<file path="src/rtl/lane_gather_pkg.sv">
package lane_gather_pkg;
  typedef enum logic {
    ST_IDLE = 1'b0,
    ST_BUSY = 1'b1
  } gstate_e;
endpackage

</file>
<file path="src/rtl/gather_dedup.sv">
module gather_dedup #(
  parameter int LANES   = 4,
  parameter int LINE_AW = 28,
  parameter int LIDX    = 2,
  parameter int CNT_W   = 3
) (
  input  logic [LANES*LINE_AW-1:0] lines,
  output logic [LANES*LIDX-1:0]    owner,
  output logic [LANES-1:0]         leader,
  output logic [CNT_W-1:0]         distinct
);
  for (genvar i = 0; i < LANES; i++) begin : g_lane
    logic [LIDX-1:0] own;
    always_comb begin
      own = LIDX'(i);
      // scanning downward leaves the lowest matching lane
      for (int j = i - 1; j >= 0; j--) begin
        if (lines[j*LINE_AW +: LINE_AW] == lines[i*LINE_AW +: LINE_AW])
          own = LIDX'(j);
      end
    end
    assign owner[i*LIDX +: LIDX] = own;
    assign leader[i] = (own == LIDX'(i));
  end

  always_comb begin
    distinct = '0;
    for (int i = 0; i < LANES; i++)
      distinct = distinct + CNT_W'(leader[i]);
  end
endmodule

</file>
<file path="src/rtl/gather_issue.sv">
module gather_issue #(
  parameter int LANES   = 4,
  parameter int LINE_AW = 28,
  parameter int LIDX    = 2,
  parameter int CNT_W   = 3
) (
  input  logic                     clk,
  input  logic                     rst_n,
  input  logic                     start,
  input  logic [LANES-1:0]         start_leader,
  input  logic [LANES*LINE_AW-1:0] start_lines,
  output logic                     mem_rd_valid,
  input  logic                     mem_rd_ready,
  output logic [LINE_AW-1:0]       mem_rd_line,
  output logic [CNT_W-1:0]         issued_cnt,
  output logic [LANES*LIDX-1:0]    order
);
  logic [LANES-1:0]         pending;
  logic [LANES*LINE_AW-1:0] lines_q;
  logic [LIDX-1:0]          pick;
  logic                     hs;

  always_comb begin
    pick = '0;
    for (int i = LANES - 1; i >= 0; i--)
      if (pending[i]) pick = LIDX'(i);
  end

  assign mem_rd_valid = |pending;
  assign mem_rd_line  = lines_q[pick*LINE_AW +: LINE_AW];
  assign hs           = mem_rd_valid && mem_rd_ready;

  always_ff @(posedge clk) begin
    if (!rst_n) begin
      pending    <= '0;
      lines_q    <= '0;
      issued_cnt <= '0;
      order      <= '0;
    end else if (start) begin
      pending    <= start_leader;
      lines_q    <= start_lines;
      issued_cnt <= '0;
    end else if (hs) begin
      pending[pick] <= 1'b0;
      order[issued_cnt[LIDX-1:0]*LIDX +: LIDX] <= pick;
      issued_cnt <= issued_cnt + 1'b1;
    end
  end

  a_r6_rd_hold: assert property (@(posedge clk) disable iff (!rst_n)
    mem_rd_valid && !mem_rd_ready |=> mem_rd_valid && $stable(mem_rd_line));
  a_r4_cnt_bound: assert property (@(posedge clk) disable iff (!rst_n)
    issued_cnt <= CNT_W'(LANES));
endmodule

</file>
<file path="src/rtl/gather_fill.sv">
module gather_fill #(
  parameter int LANES  = 4,
  parameter int WW     = 32,
  parameter int LINE_W = 128,
  parameter int WSEL_W = 2,
  parameter int LIDX   = 2,
  parameter int CNT_W  = 3
) (
  input  logic                     clk,
  input  logic                     rst_n,
  input  logic                     start,
  input  logic                     rsp_valid,
  input  logic [LINE_W-1:0]        rsp_data,
  input  logic [LANES*LIDX-1:0]    order,
  input  logic [LANES*LIDX-1:0]    owner,
  input  logic [LANES*WSEL_W-1:0]  wsel,
  output logic [LANES*WW-1:0]      result,
  output logic                     finish,
  output logic                     done
);
  logic [CNT_W-1:0] rsp_idx;
  logic [LIDX-1:0]  head;
  logic [LANES-1:0] hit, filled;

  assign head = order[rsp_idx[LIDX-1:0]*LIDX +: LIDX];

  for (genvar i = 0; i < LANES; i++) begin : g_hit
    assign hit[i] = rsp_valid && (owner[i*LIDX +: LIDX] == head);
  end

  assign finish = rsp_valid && (&(filled | hit));

  always_ff @(posedge clk) begin
    if (!rst_n) begin
      rsp_idx <= '0;
      filled  <= '0;
      result  <= '0;
      done    <= 1'b0;
    end else begin
      done <= finish;
      if (start) begin
        rsp_idx <= '0;
        filled  <= '0;
      end else if (rsp_valid) begin
        rsp_idx <= rsp_idx + 1'b1;
        filled  <= filled | hit;
      end
      for (int i = 0; i < LANES; i++)
        if (hit[i])
          result[i*WW +: WW] <= rsp_data[wsel[i*WSEL_W +: WSEL_W]*WW +: WW];
    end
  end

  a_r7_done_pulse: assert property (@(posedge clk) disable iff (!rst_n)
    done |=> !done);
  a_r3_fill_once: assert property (@(posedge clk) disable iff (!rst_n)
    !start |-> (hit & filled) == '0);
endmodule

</file>
<file path="src/rtl/lane_gather.sv">
module lane_gather
  import lane_gather_pkg::*;
#(
  parameter int LANES      = 4,
  parameter int AW         = 32,
  parameter int WW         = 32,
  parameter int LINE_WORDS = 4,
  localparam int LINE_W    = LINE_WORDS * WW,
  localparam int OFF_BITS  = $clog2(LINE_W / 8),
  localparam int BYTE_BITS = $clog2(WW / 8),
  localparam int WSEL_W    = $clog2(LINE_WORDS),
  localparam int LINE_AW   = AW - OFF_BITS,
  localparam int LIDX      = $clog2(LANES),
  localparam int CNT_W     = $clog2(LANES + 1)
) (
  input  logic                  clk,
  input  logic                  rst_n,
  input  logic                  req_valid,
  output logic                  req_ready,
  input  logic [LANES*AW-1:0]   req_addr,
  output logic                  mem_rd_valid,
  input  logic                  mem_rd_ready,
  output logic [LINE_AW-1:0]    mem_rd_line,
  input  logic                  mem_rsp_valid,
  input  logic [LINE_W-1:0]     mem_rsp_data,
  output logic                  done,
  output logic [LANES*WW-1:0]   result,
  output logic [CNT_W-1:0]      reads_issued
);
  gstate_e                 state;
  logic                    accept, finish;
  logic [LANES*LINE_AW-1:0] req_lines;
  logic [LANES*WSEL_W-1:0]  req_wsel;
  logic [LANES*LIDX-1:0]    owner_c, owner_q, order;
  logic [LANES-1:0]         leader_c;
  logic [CNT_W-1:0]         distinct_c, distinct_q;
  logic [LANES*WSEL_W-1:0]  wsel_q;

  for (genvar i = 0; i < LANES; i++) begin : g_split
    assign req_lines[i*LINE_AW +: LINE_AW] = req_addr[i*AW + OFF_BITS +: LINE_AW];
    assign req_wsel[i*WSEL_W +: WSEL_W]    = req_addr[i*AW + BYTE_BITS +: WSEL_W];
  end

  assign req_ready = (state == ST_IDLE);
  assign accept    = req_valid && req_ready;

  gather_dedup #(.LANES(LANES), .LINE_AW(LINE_AW), .LIDX(LIDX), .CNT_W(CNT_W)) u_dedup (
    .lines(req_lines), .owner(owner_c), .leader(leader_c), .distinct(distinct_c)
  );

  always_ff @(posedge clk) begin
    if (!rst_n) begin
      state      <= ST_IDLE;
      owner_q    <= '0;
      wsel_q     <= '0;
      distinct_q <= '0;
    end else if (accept) begin
      state      <= ST_BUSY;
      owner_q    <= owner_c;
      wsel_q     <= req_wsel;
      distinct_q <= distinct_c;
    end else if (finish) begin
      state      <= ST_IDLE;
    end
  end

  gather_issue #(.LANES(LANES), .LINE_AW(LINE_AW), .LIDX(LIDX), .CNT_W(CNT_W)) u_issue (
    .clk(clk), .rst_n(rst_n), .start(accept), .start_leader(leader_c),
    .start_lines(req_lines), .mem_rd_valid(mem_rd_valid), .mem_rd_ready(mem_rd_ready),
    .mem_rd_line(mem_rd_line), .issued_cnt(reads_issued), .order(order)
  );

  gather_fill #(.LANES(LANES), .WW(WW), .LINE_W(LINE_W), .WSEL_W(WSEL_W),
                .LIDX(LIDX), .CNT_W(CNT_W)) u_fill (
    .clk(clk), .rst_n(rst_n), .start(accept), .rsp_valid(mem_rsp_valid),
    .rsp_data(mem_rsp_data), .order(order), .owner(owner_q), .wsel(wsel_q),
    .result(result), .finish(finish), .done(done)
  );

  a_r4_reads_match: assert property (@(posedge clk) disable iff (!rst_n)
    done |-> reads_issued == distinct_q);
  a_r2_no_read_idle: assert property (@(posedge clk) disable iff (!rst_n)
    state == ST_IDLE |-> !mem_rd_valid);
  a_r7_result_hold: assert property (@(posedge clk) disable iff (!rst_n)
    state == ST_IDLE |=> $stable(result));
  a_r2_rsp_when_busy: assert property (@(posedge clk) disable iff (!rst_n)
    mem_rsp_valid |-> state == ST_BUSY);
endmodule

</file>
<file path="config.mk">
export PLATFORM = sky130hd
export DESIGN_NAME = lane_gather
export DESIGN_NICKNAME = d
export VERILOG_FILES = /design/src/rtl/lane_gather_pkg.sv /design/src/rtl/gather_dedup.sv /design/src/rtl/gather_issue.sv /design/src/rtl/gather_fill.sv /design/src/rtl/lane_gather.sv
export SDC_FILE = /design/constraint.sdc
export NUM_CORES = 1
export LEC_CHECK = 0
export BUFFER_PORTS_ARGS = -buffer_cell sky130_fd_sc_hd__buf_2
export CORE_AREA = 3 3 168 186
export CTS_BUF_LIST = sky130_fd_sc_hd__clkbuf_4 sky130_fd_sc_hd__clkbuf_8
export DETAILED_ROUTE_END_ITERATION = 8
export DIE_AREA = 0 0 171 189
export MAX_ROUTING_LAYER = met4
export PLACE_DENSITY = 0.91
export SYNTH_ARGS = -nofsm -noshare
export SYNTH_HDL_FRONTEND = slang
export SYNTH_SLANG_ARGS = --single-unit
export TNS_END_PERCENT = 100
</file>
<file path="constraint.sdc">
create_clock -name clk -period 2.5 [get_ports clk]
set_input_delay 0.125 -clock clk [delete_from_list [all_inputs] [get_ports clk]]
set_output_delay 0.125 -clock clk [all_outputs]
set_load 0.01 [all_outputs]
</file>
======== Word level (Yosys, flattened, before mapping) ========
Index checks and enable logic that the tools add are counted.
storage, ports and cells
  register bits ........................... 278
  word-level logic and storage cells ...... 78
  bits of input ports ..................... 261
  output and inout port bits .............. 162
cells by class
  reduce and logical (&&, ||, !) cells .... 15
  multipliers ............................. 1
  bitwise gates (word level) .............. 6
  shifts and indexed selects .............. 8
  equality and inequality tests ........... 12
  $lt $le $gt $ge ......................... 2
  multiplexer cells ....................... 17
  $add $sub $neg .......................... 3
operators by type and width
  kind                                                  count
  variable part select 128 x 8 -> 32 bit                4
  == test 28 bit                                        6
  variable part select 112 x 8 -> 28 bit                1
  negator 3 -> 34 bit                                   1
  variable shift 2 x 34 -> 8 bit, first input constant  1
  variable part select 2 x 34 -> 8 bit                  1
  two-way mux 2 bit                                     8
  bitwise mux 8 bit                                     1
  logical AND 1 bit                                     8
  two-way mux 4 bit                                     2
  variable part select 8 x 4 -> 2 bit                   1
  adder 3 x 1 -> 3 bit, second input constant           2
  == test 2 bit                                         3
  multiplier 2 x 3 -> 5 bit, second input constant      1
  two-way mux 1 bit                                     5
  AND 4 bit                                             1
  == test 2 bit, second input constant                  2
  NOT 4 bit                                             1
  bitwise OR 4 bit                                      1
  AND reduction 4 bit                                   1
  nonzero test 2 bit                                    2
  OR reduction 4 bit                                    1
  < comparator 2 x 3 -> 1 bit, second input constant    1
  NOT 1 bit                                             3
  other kinds (6)                                       6

======== Longest topological paths before layout ========
  word-level depth ........................ 12
  mapped depth ............................ 9
  mapped depth without buffers ............ 6

======== Cells and area by module ========
From an unflattened synthesis, not the netlist that was laid out.
unflattened totals
  cell total of the unflattened synthesis .. 1666
  area total of the unflattened synthesis .. 16555.9 um2
by module, submodules not included
  module        cells each  instances  seq. area each (um2)  area each (um2)
  gather_fill   696         1          2702.6                8076.5
  gather_issue  651         1          2542.4                5791.8
  gather_dedup  244         1          0.0                   1989.4
  lane_gather   75          1          340.3                 698.2

======== Worst setup path before layout ========
Ideal clock, no wire load.
  path type ............................... reg2reg
  start point ............................. reg wsel_q[6]
  end point ............................... reg u_fill.result[100]
  arrival time ............................ 1.696 ns
  required time ........................... 2.384 ns
  path slack .............................. 0.688 ns
  cell stages (with the launch flop) ...... 6
  period minus slack after synthesis ...... 1.812 ns
  path through ............................ dfxtp_1 buf_4 buf_1 mux4_2 mux2i_1 nor2b_1
on the way
  cells in the longest elaborated chain, start to end .. 1
ends and longest elaborated chain
  what                                    line               RTL
  start, declared                         lane_gather.sv:37  logic [LANES*WSEL_W-1:0] wsel_q;
  start signal, assigned                  lane_gather.sv:60  wsel_q <= req_wsel;
  variable part select 128 x 8 -> 32 bit  gather_fill.sv:50  result[i*WW +: WW] <= rsp_data[wsel[i*WSEL_W +: WSEL_W]*WW +: WW];
  end signal, assigned by index           gather_fill.sv:50
  end, declared                           gather_fill.sv:17  output logic [LANES*WW-1:0] result,
No other way between the ends.
A chain may end at the register's enable or synchronous reset.

======== Worst setup path after layout ========
  start point ............................. reg u_issue.pending[0]
  end point ............................... out mem_rd_line[20]
on the way
  cells in the longest elaborated chain, start to end .. 3
ends and longest elaborated chain
  what                                    line                RTL
  start, declared                         gather_issue.sv:18  logic [LANES-1:0] pending;
  start signal, assigned                  gather_issue.sv:40  pending <= start_leader;
  two-way mux 2 bit                       gather_issue.sv:26  if (pending[i]) pick = LIDX'(i);
  multiplier 2 x 3 -> 5 bit               gather_issue.sv:30  assign mem_rd_line = lines_q[pick*LINE_AW +: LINE_AW];
  variable part select 112 x 8 -> 28 bit  gather_issue.sv:30
  end, declared                           lane_gather.sv:23   output logic [LINE_AW-1:0] mem_rd_line,
No other way between the ends.

==> results.md <==
* Status: complete, no violations
* Worst R2R Start: u_fill.rsp_idx[1]$_SDFFE_PP0P_
* Core Rows at 66
* Met2 routed WL at 29.75 mm
* Yosys top cell by area: dfxtp_1
* Pin count of the biggest net entering global routing at 99
* Layout Nets at 2418
* Synthesis warning total at 0
* Slew Viols, Final at 0
* Final Setup Violations at 0
* RSZ-0062 raised after global routing: false
* Worst-path cell chain: nor3_1 > and2_1 > buf_4 > buf_6 > a22oi_1 > o21ai_0 > buf_2
* Synth top area cells: dfxtp_1 (34%), mux4_2 (18%), nand2_1 (9.2%), a21boi_0 (7.1%), xnor2_1 (6.0%)
* DRC at 0
* DR vias/cell at 6.269
* Worst path slowest cell: dfxtp_1
* Pwr per Cell Area at 595.2 nW/um^2
* Placer Congestion at 0.9912
* Metal3 WL at 8.109 mm
* Hold wc startpoint: rst_n
* Via count at 16120
* Hold Vio Cnt, Final at 0
* Synthesis-to-layout area growth at 28.95%
* DP Wirelength at 42.24 mm
* Worst Tran Pin Value at 0.7091 ns
* Overall power after layout at 12.40 mW
* Worst Hold Class: input pin to flip-flop
* Global-route wire length before repair at 95.91 mm
* Post-route cell area at 20830 sq um
* Die area at 32320 sq um
* GRT overflow at 0
* TritonCTS Sinks at between 200 and 300
* IR drop worst, VDD at ~0.00045 V
* Seq cells post-synth at 276
* Most frequent cells in the layout: buf_2 (413), nand2_1 (394), dfxtp_1 (272)
* CP top delay family: buffers and inverters
* H-tree depth at 2
* Max Clock Skew at approximately 0.019 ns
* Leak pwr at 8.386 nW
* Root Buffer: clkbuf_8
* CP Data Required Time at 2.38 ns
* Total setup buffers inserted after CTS at 0
* Max stage delay on crit path at slightly below 0.4 ns
* Antenna Nets Post-Route at 0
* # fillers at 2014
* Port Buf Inserts at 414
* Max Cap Violations at 0
* Setup TNS at 0 ns
* Initial drt markers at 2029
* Hold Slack at 0.06122 ns
* Fin crit period at 2.390 ns
* Clk_lat worst skew at 0.56 ns
* Reg clk slew, reported paths at 0.07 ns
* Commonest non-fill, non-tap cell in the layout: buf_2
* Uppermost routed layer: met4
* Syn_area_per_cell at slightly below 10 sq um
* Fin crit share at 0.9562
* CP Data Arrival Time at between 2 and 2.5 ns
* Metal-1 WL at 20.95 mm
* Die height at 189 um
* CP startpoint: u_issue.pending[0]$_SDFFE_PN0P_
* Crit Path Max Fanout at 17
* Die X at 171 um
* Total CTS buffers at 47
* Placed inst area at 18570 sq um
* DR WL/cell at 24.96 um
* Antenna violations before repair at 12
* CP Buf/Inv Count at 3
* Initial Util at 0.5465
* Top cell type's share of synthesized area at 0.3420
* Clk buf depth at 3
* Crit Path Class: flip-flop to output port
* Crit end category: output port
* Sequential fraction of the synthesis area at 0.3420
* Share of cells above drive strength 1 at 0.3121
* Rel. slew slack at 0.5211
* Core area at 29560 sq um
* Post-synth cell types at 44
* Routed WL at 64.20 mm
* Vias in the first global route at approximately 16000
* DRT Pass-1 Iters at 6
* Fmax at 0.4183 GHz
* CP Launch Type: flip-flop
* CTS tree: done
* GRT Util Overall at 0.3986
* Netlist Area Pre-Place at 16160 sq um
* Syn nets at 1924
* IO Count at 423
* Post-Syn Instances at 1657
-- what timing repair did --
item	4_1_cts	5_1_grt
setup endpoints to repair	0	18
hold buffers	123	0
gates resized for setup	0	5
endpoints found under the hold margin	125	0
-- cell families (layout without fill, tap and decap cells) --
logic type,count (synthesis),count (layout),synth area share
xor gates and xnor gates,175,175,0.09534
muxes,228,228,0.2431
AOI/OAI and AO/OA,272,272,0.1204
buffers and inverters,133,661,0.03857
adders and majority gates,6,6,0.004647
DFF,276,276,0.3420
other,0,13,0
and+or+nand+nor,567,567,0.1559
-- synthesized netlist by cell type --
cell,instances
mux2i_4,2
xnor2_1,110
o31a_1,1
nor4_1,20
nand3_1,6
mux2_4,1
ha_1,6
clkbuf_1,78
o41ai_1,1
mux2i_1,95
nor3b_1,5
and2_1,2
a22o_1,2
a21boi_0,153
buf_6,9
a21oi_1,9
or3_1,1
or4_4,1
a21boi_1,39
mux2_2,1
nand3b_1,2
nand3_2,1
nor2_1,17
a22oi_1,29
nor2b_1,67
dfxtp_1,276
o21a_1,1
nand2b_1,4
buf_2,18
mux4_2,129
o211ai_1,1
buf_4,9
o21ai_0,32
and3_1,2
a21oi_2,1
buf_1,12
inv_1,7
nand4_1,38
nor3_1,6
a211oi_2,1
nand2_1,395
xor2_2,1
o21ai_1,2
xor2_1,64
-- metal layers --
layer,vias up,GRT usage
met5,-,-
met4,0,0.2402
met3,408,0.1414
met2,1355,0.6342
met1,7514,0.4257
li1,6847,-
-- flip-flops by register name (all words and copies together) (netlist names) --
name                flops
u_fill.result         128
u_issue.lines_q       112
u_issue.order           8
wsel_q                  8
owner_q                 5
u_fill.filled           4
u_issue.pending         4
u_issue.issued_cnt      3
u_fill.rsp_idx          2
state                   1
u_fill.done             1
-- final timing paths --
kind	end	depth (start not counted)	slack (ns)
max	mem_rd_line[20]	7	0.11
min	u_issue.pending[0]$_SDFFE_PN0P_	2	0.06
max reg2reg	u_fill.result[34]$_SDFFE_PN0P_	7	0.29
min reg2reg	u_fill.result[45]$_SDFFE_PN0P_	2	0.45
-- worst register-to-register path, cell delays in order (launching register included) --
cell and delay (ns):
dfxtp_1 0.57, mux2i_4 0.38, mux2_4 0.23, xor2_2 0.17, and3_1 0.23, buf_12 0.22
nand2_1 0.12, a21boi_0 0.19
-- cell type report --
cell class | instances | area (sq um) | share of cell area
antenna | 13 | 32.53 | 0.001562
clock buffer | 76 | 939.7 | 0.04511
clock inverter | 7 | 37.54 | 0.001802
inverter | 7 | 26.28 | 0.001261
multi-input combinational | 1248 | 10070 | 0.4832
sequential | 276 | 5530 | 0.2655
tap | 374 | 467.9 | 0.02246
timing repair buffer | 571 | 3731 | 0.1791
-- per-stage QoR --
stage | util | worst slack [ns] | std cells
finish | 0.7047 | 0.1095 | 2572
detailed placement | 0.6281 | 0.3362 | 2353
global placement | 0.6281 | 0.4725 | 2353
global route | 0.7046 | 0.001029 | 2571
CTS | 0.7028 | 0.01908 | 2559
floorplan | - | 0.6876 | 1657
-- power by group --
part | switching (mW) | leakage (nW) | internal, mW
Combinational | 1.77 | 5.59 | 1.41
Clock | 1.91 | 0.526 | 2.37
Sequential | 0.215 | 2.27 | 4.72
Power figures use the tool's default switching activity.
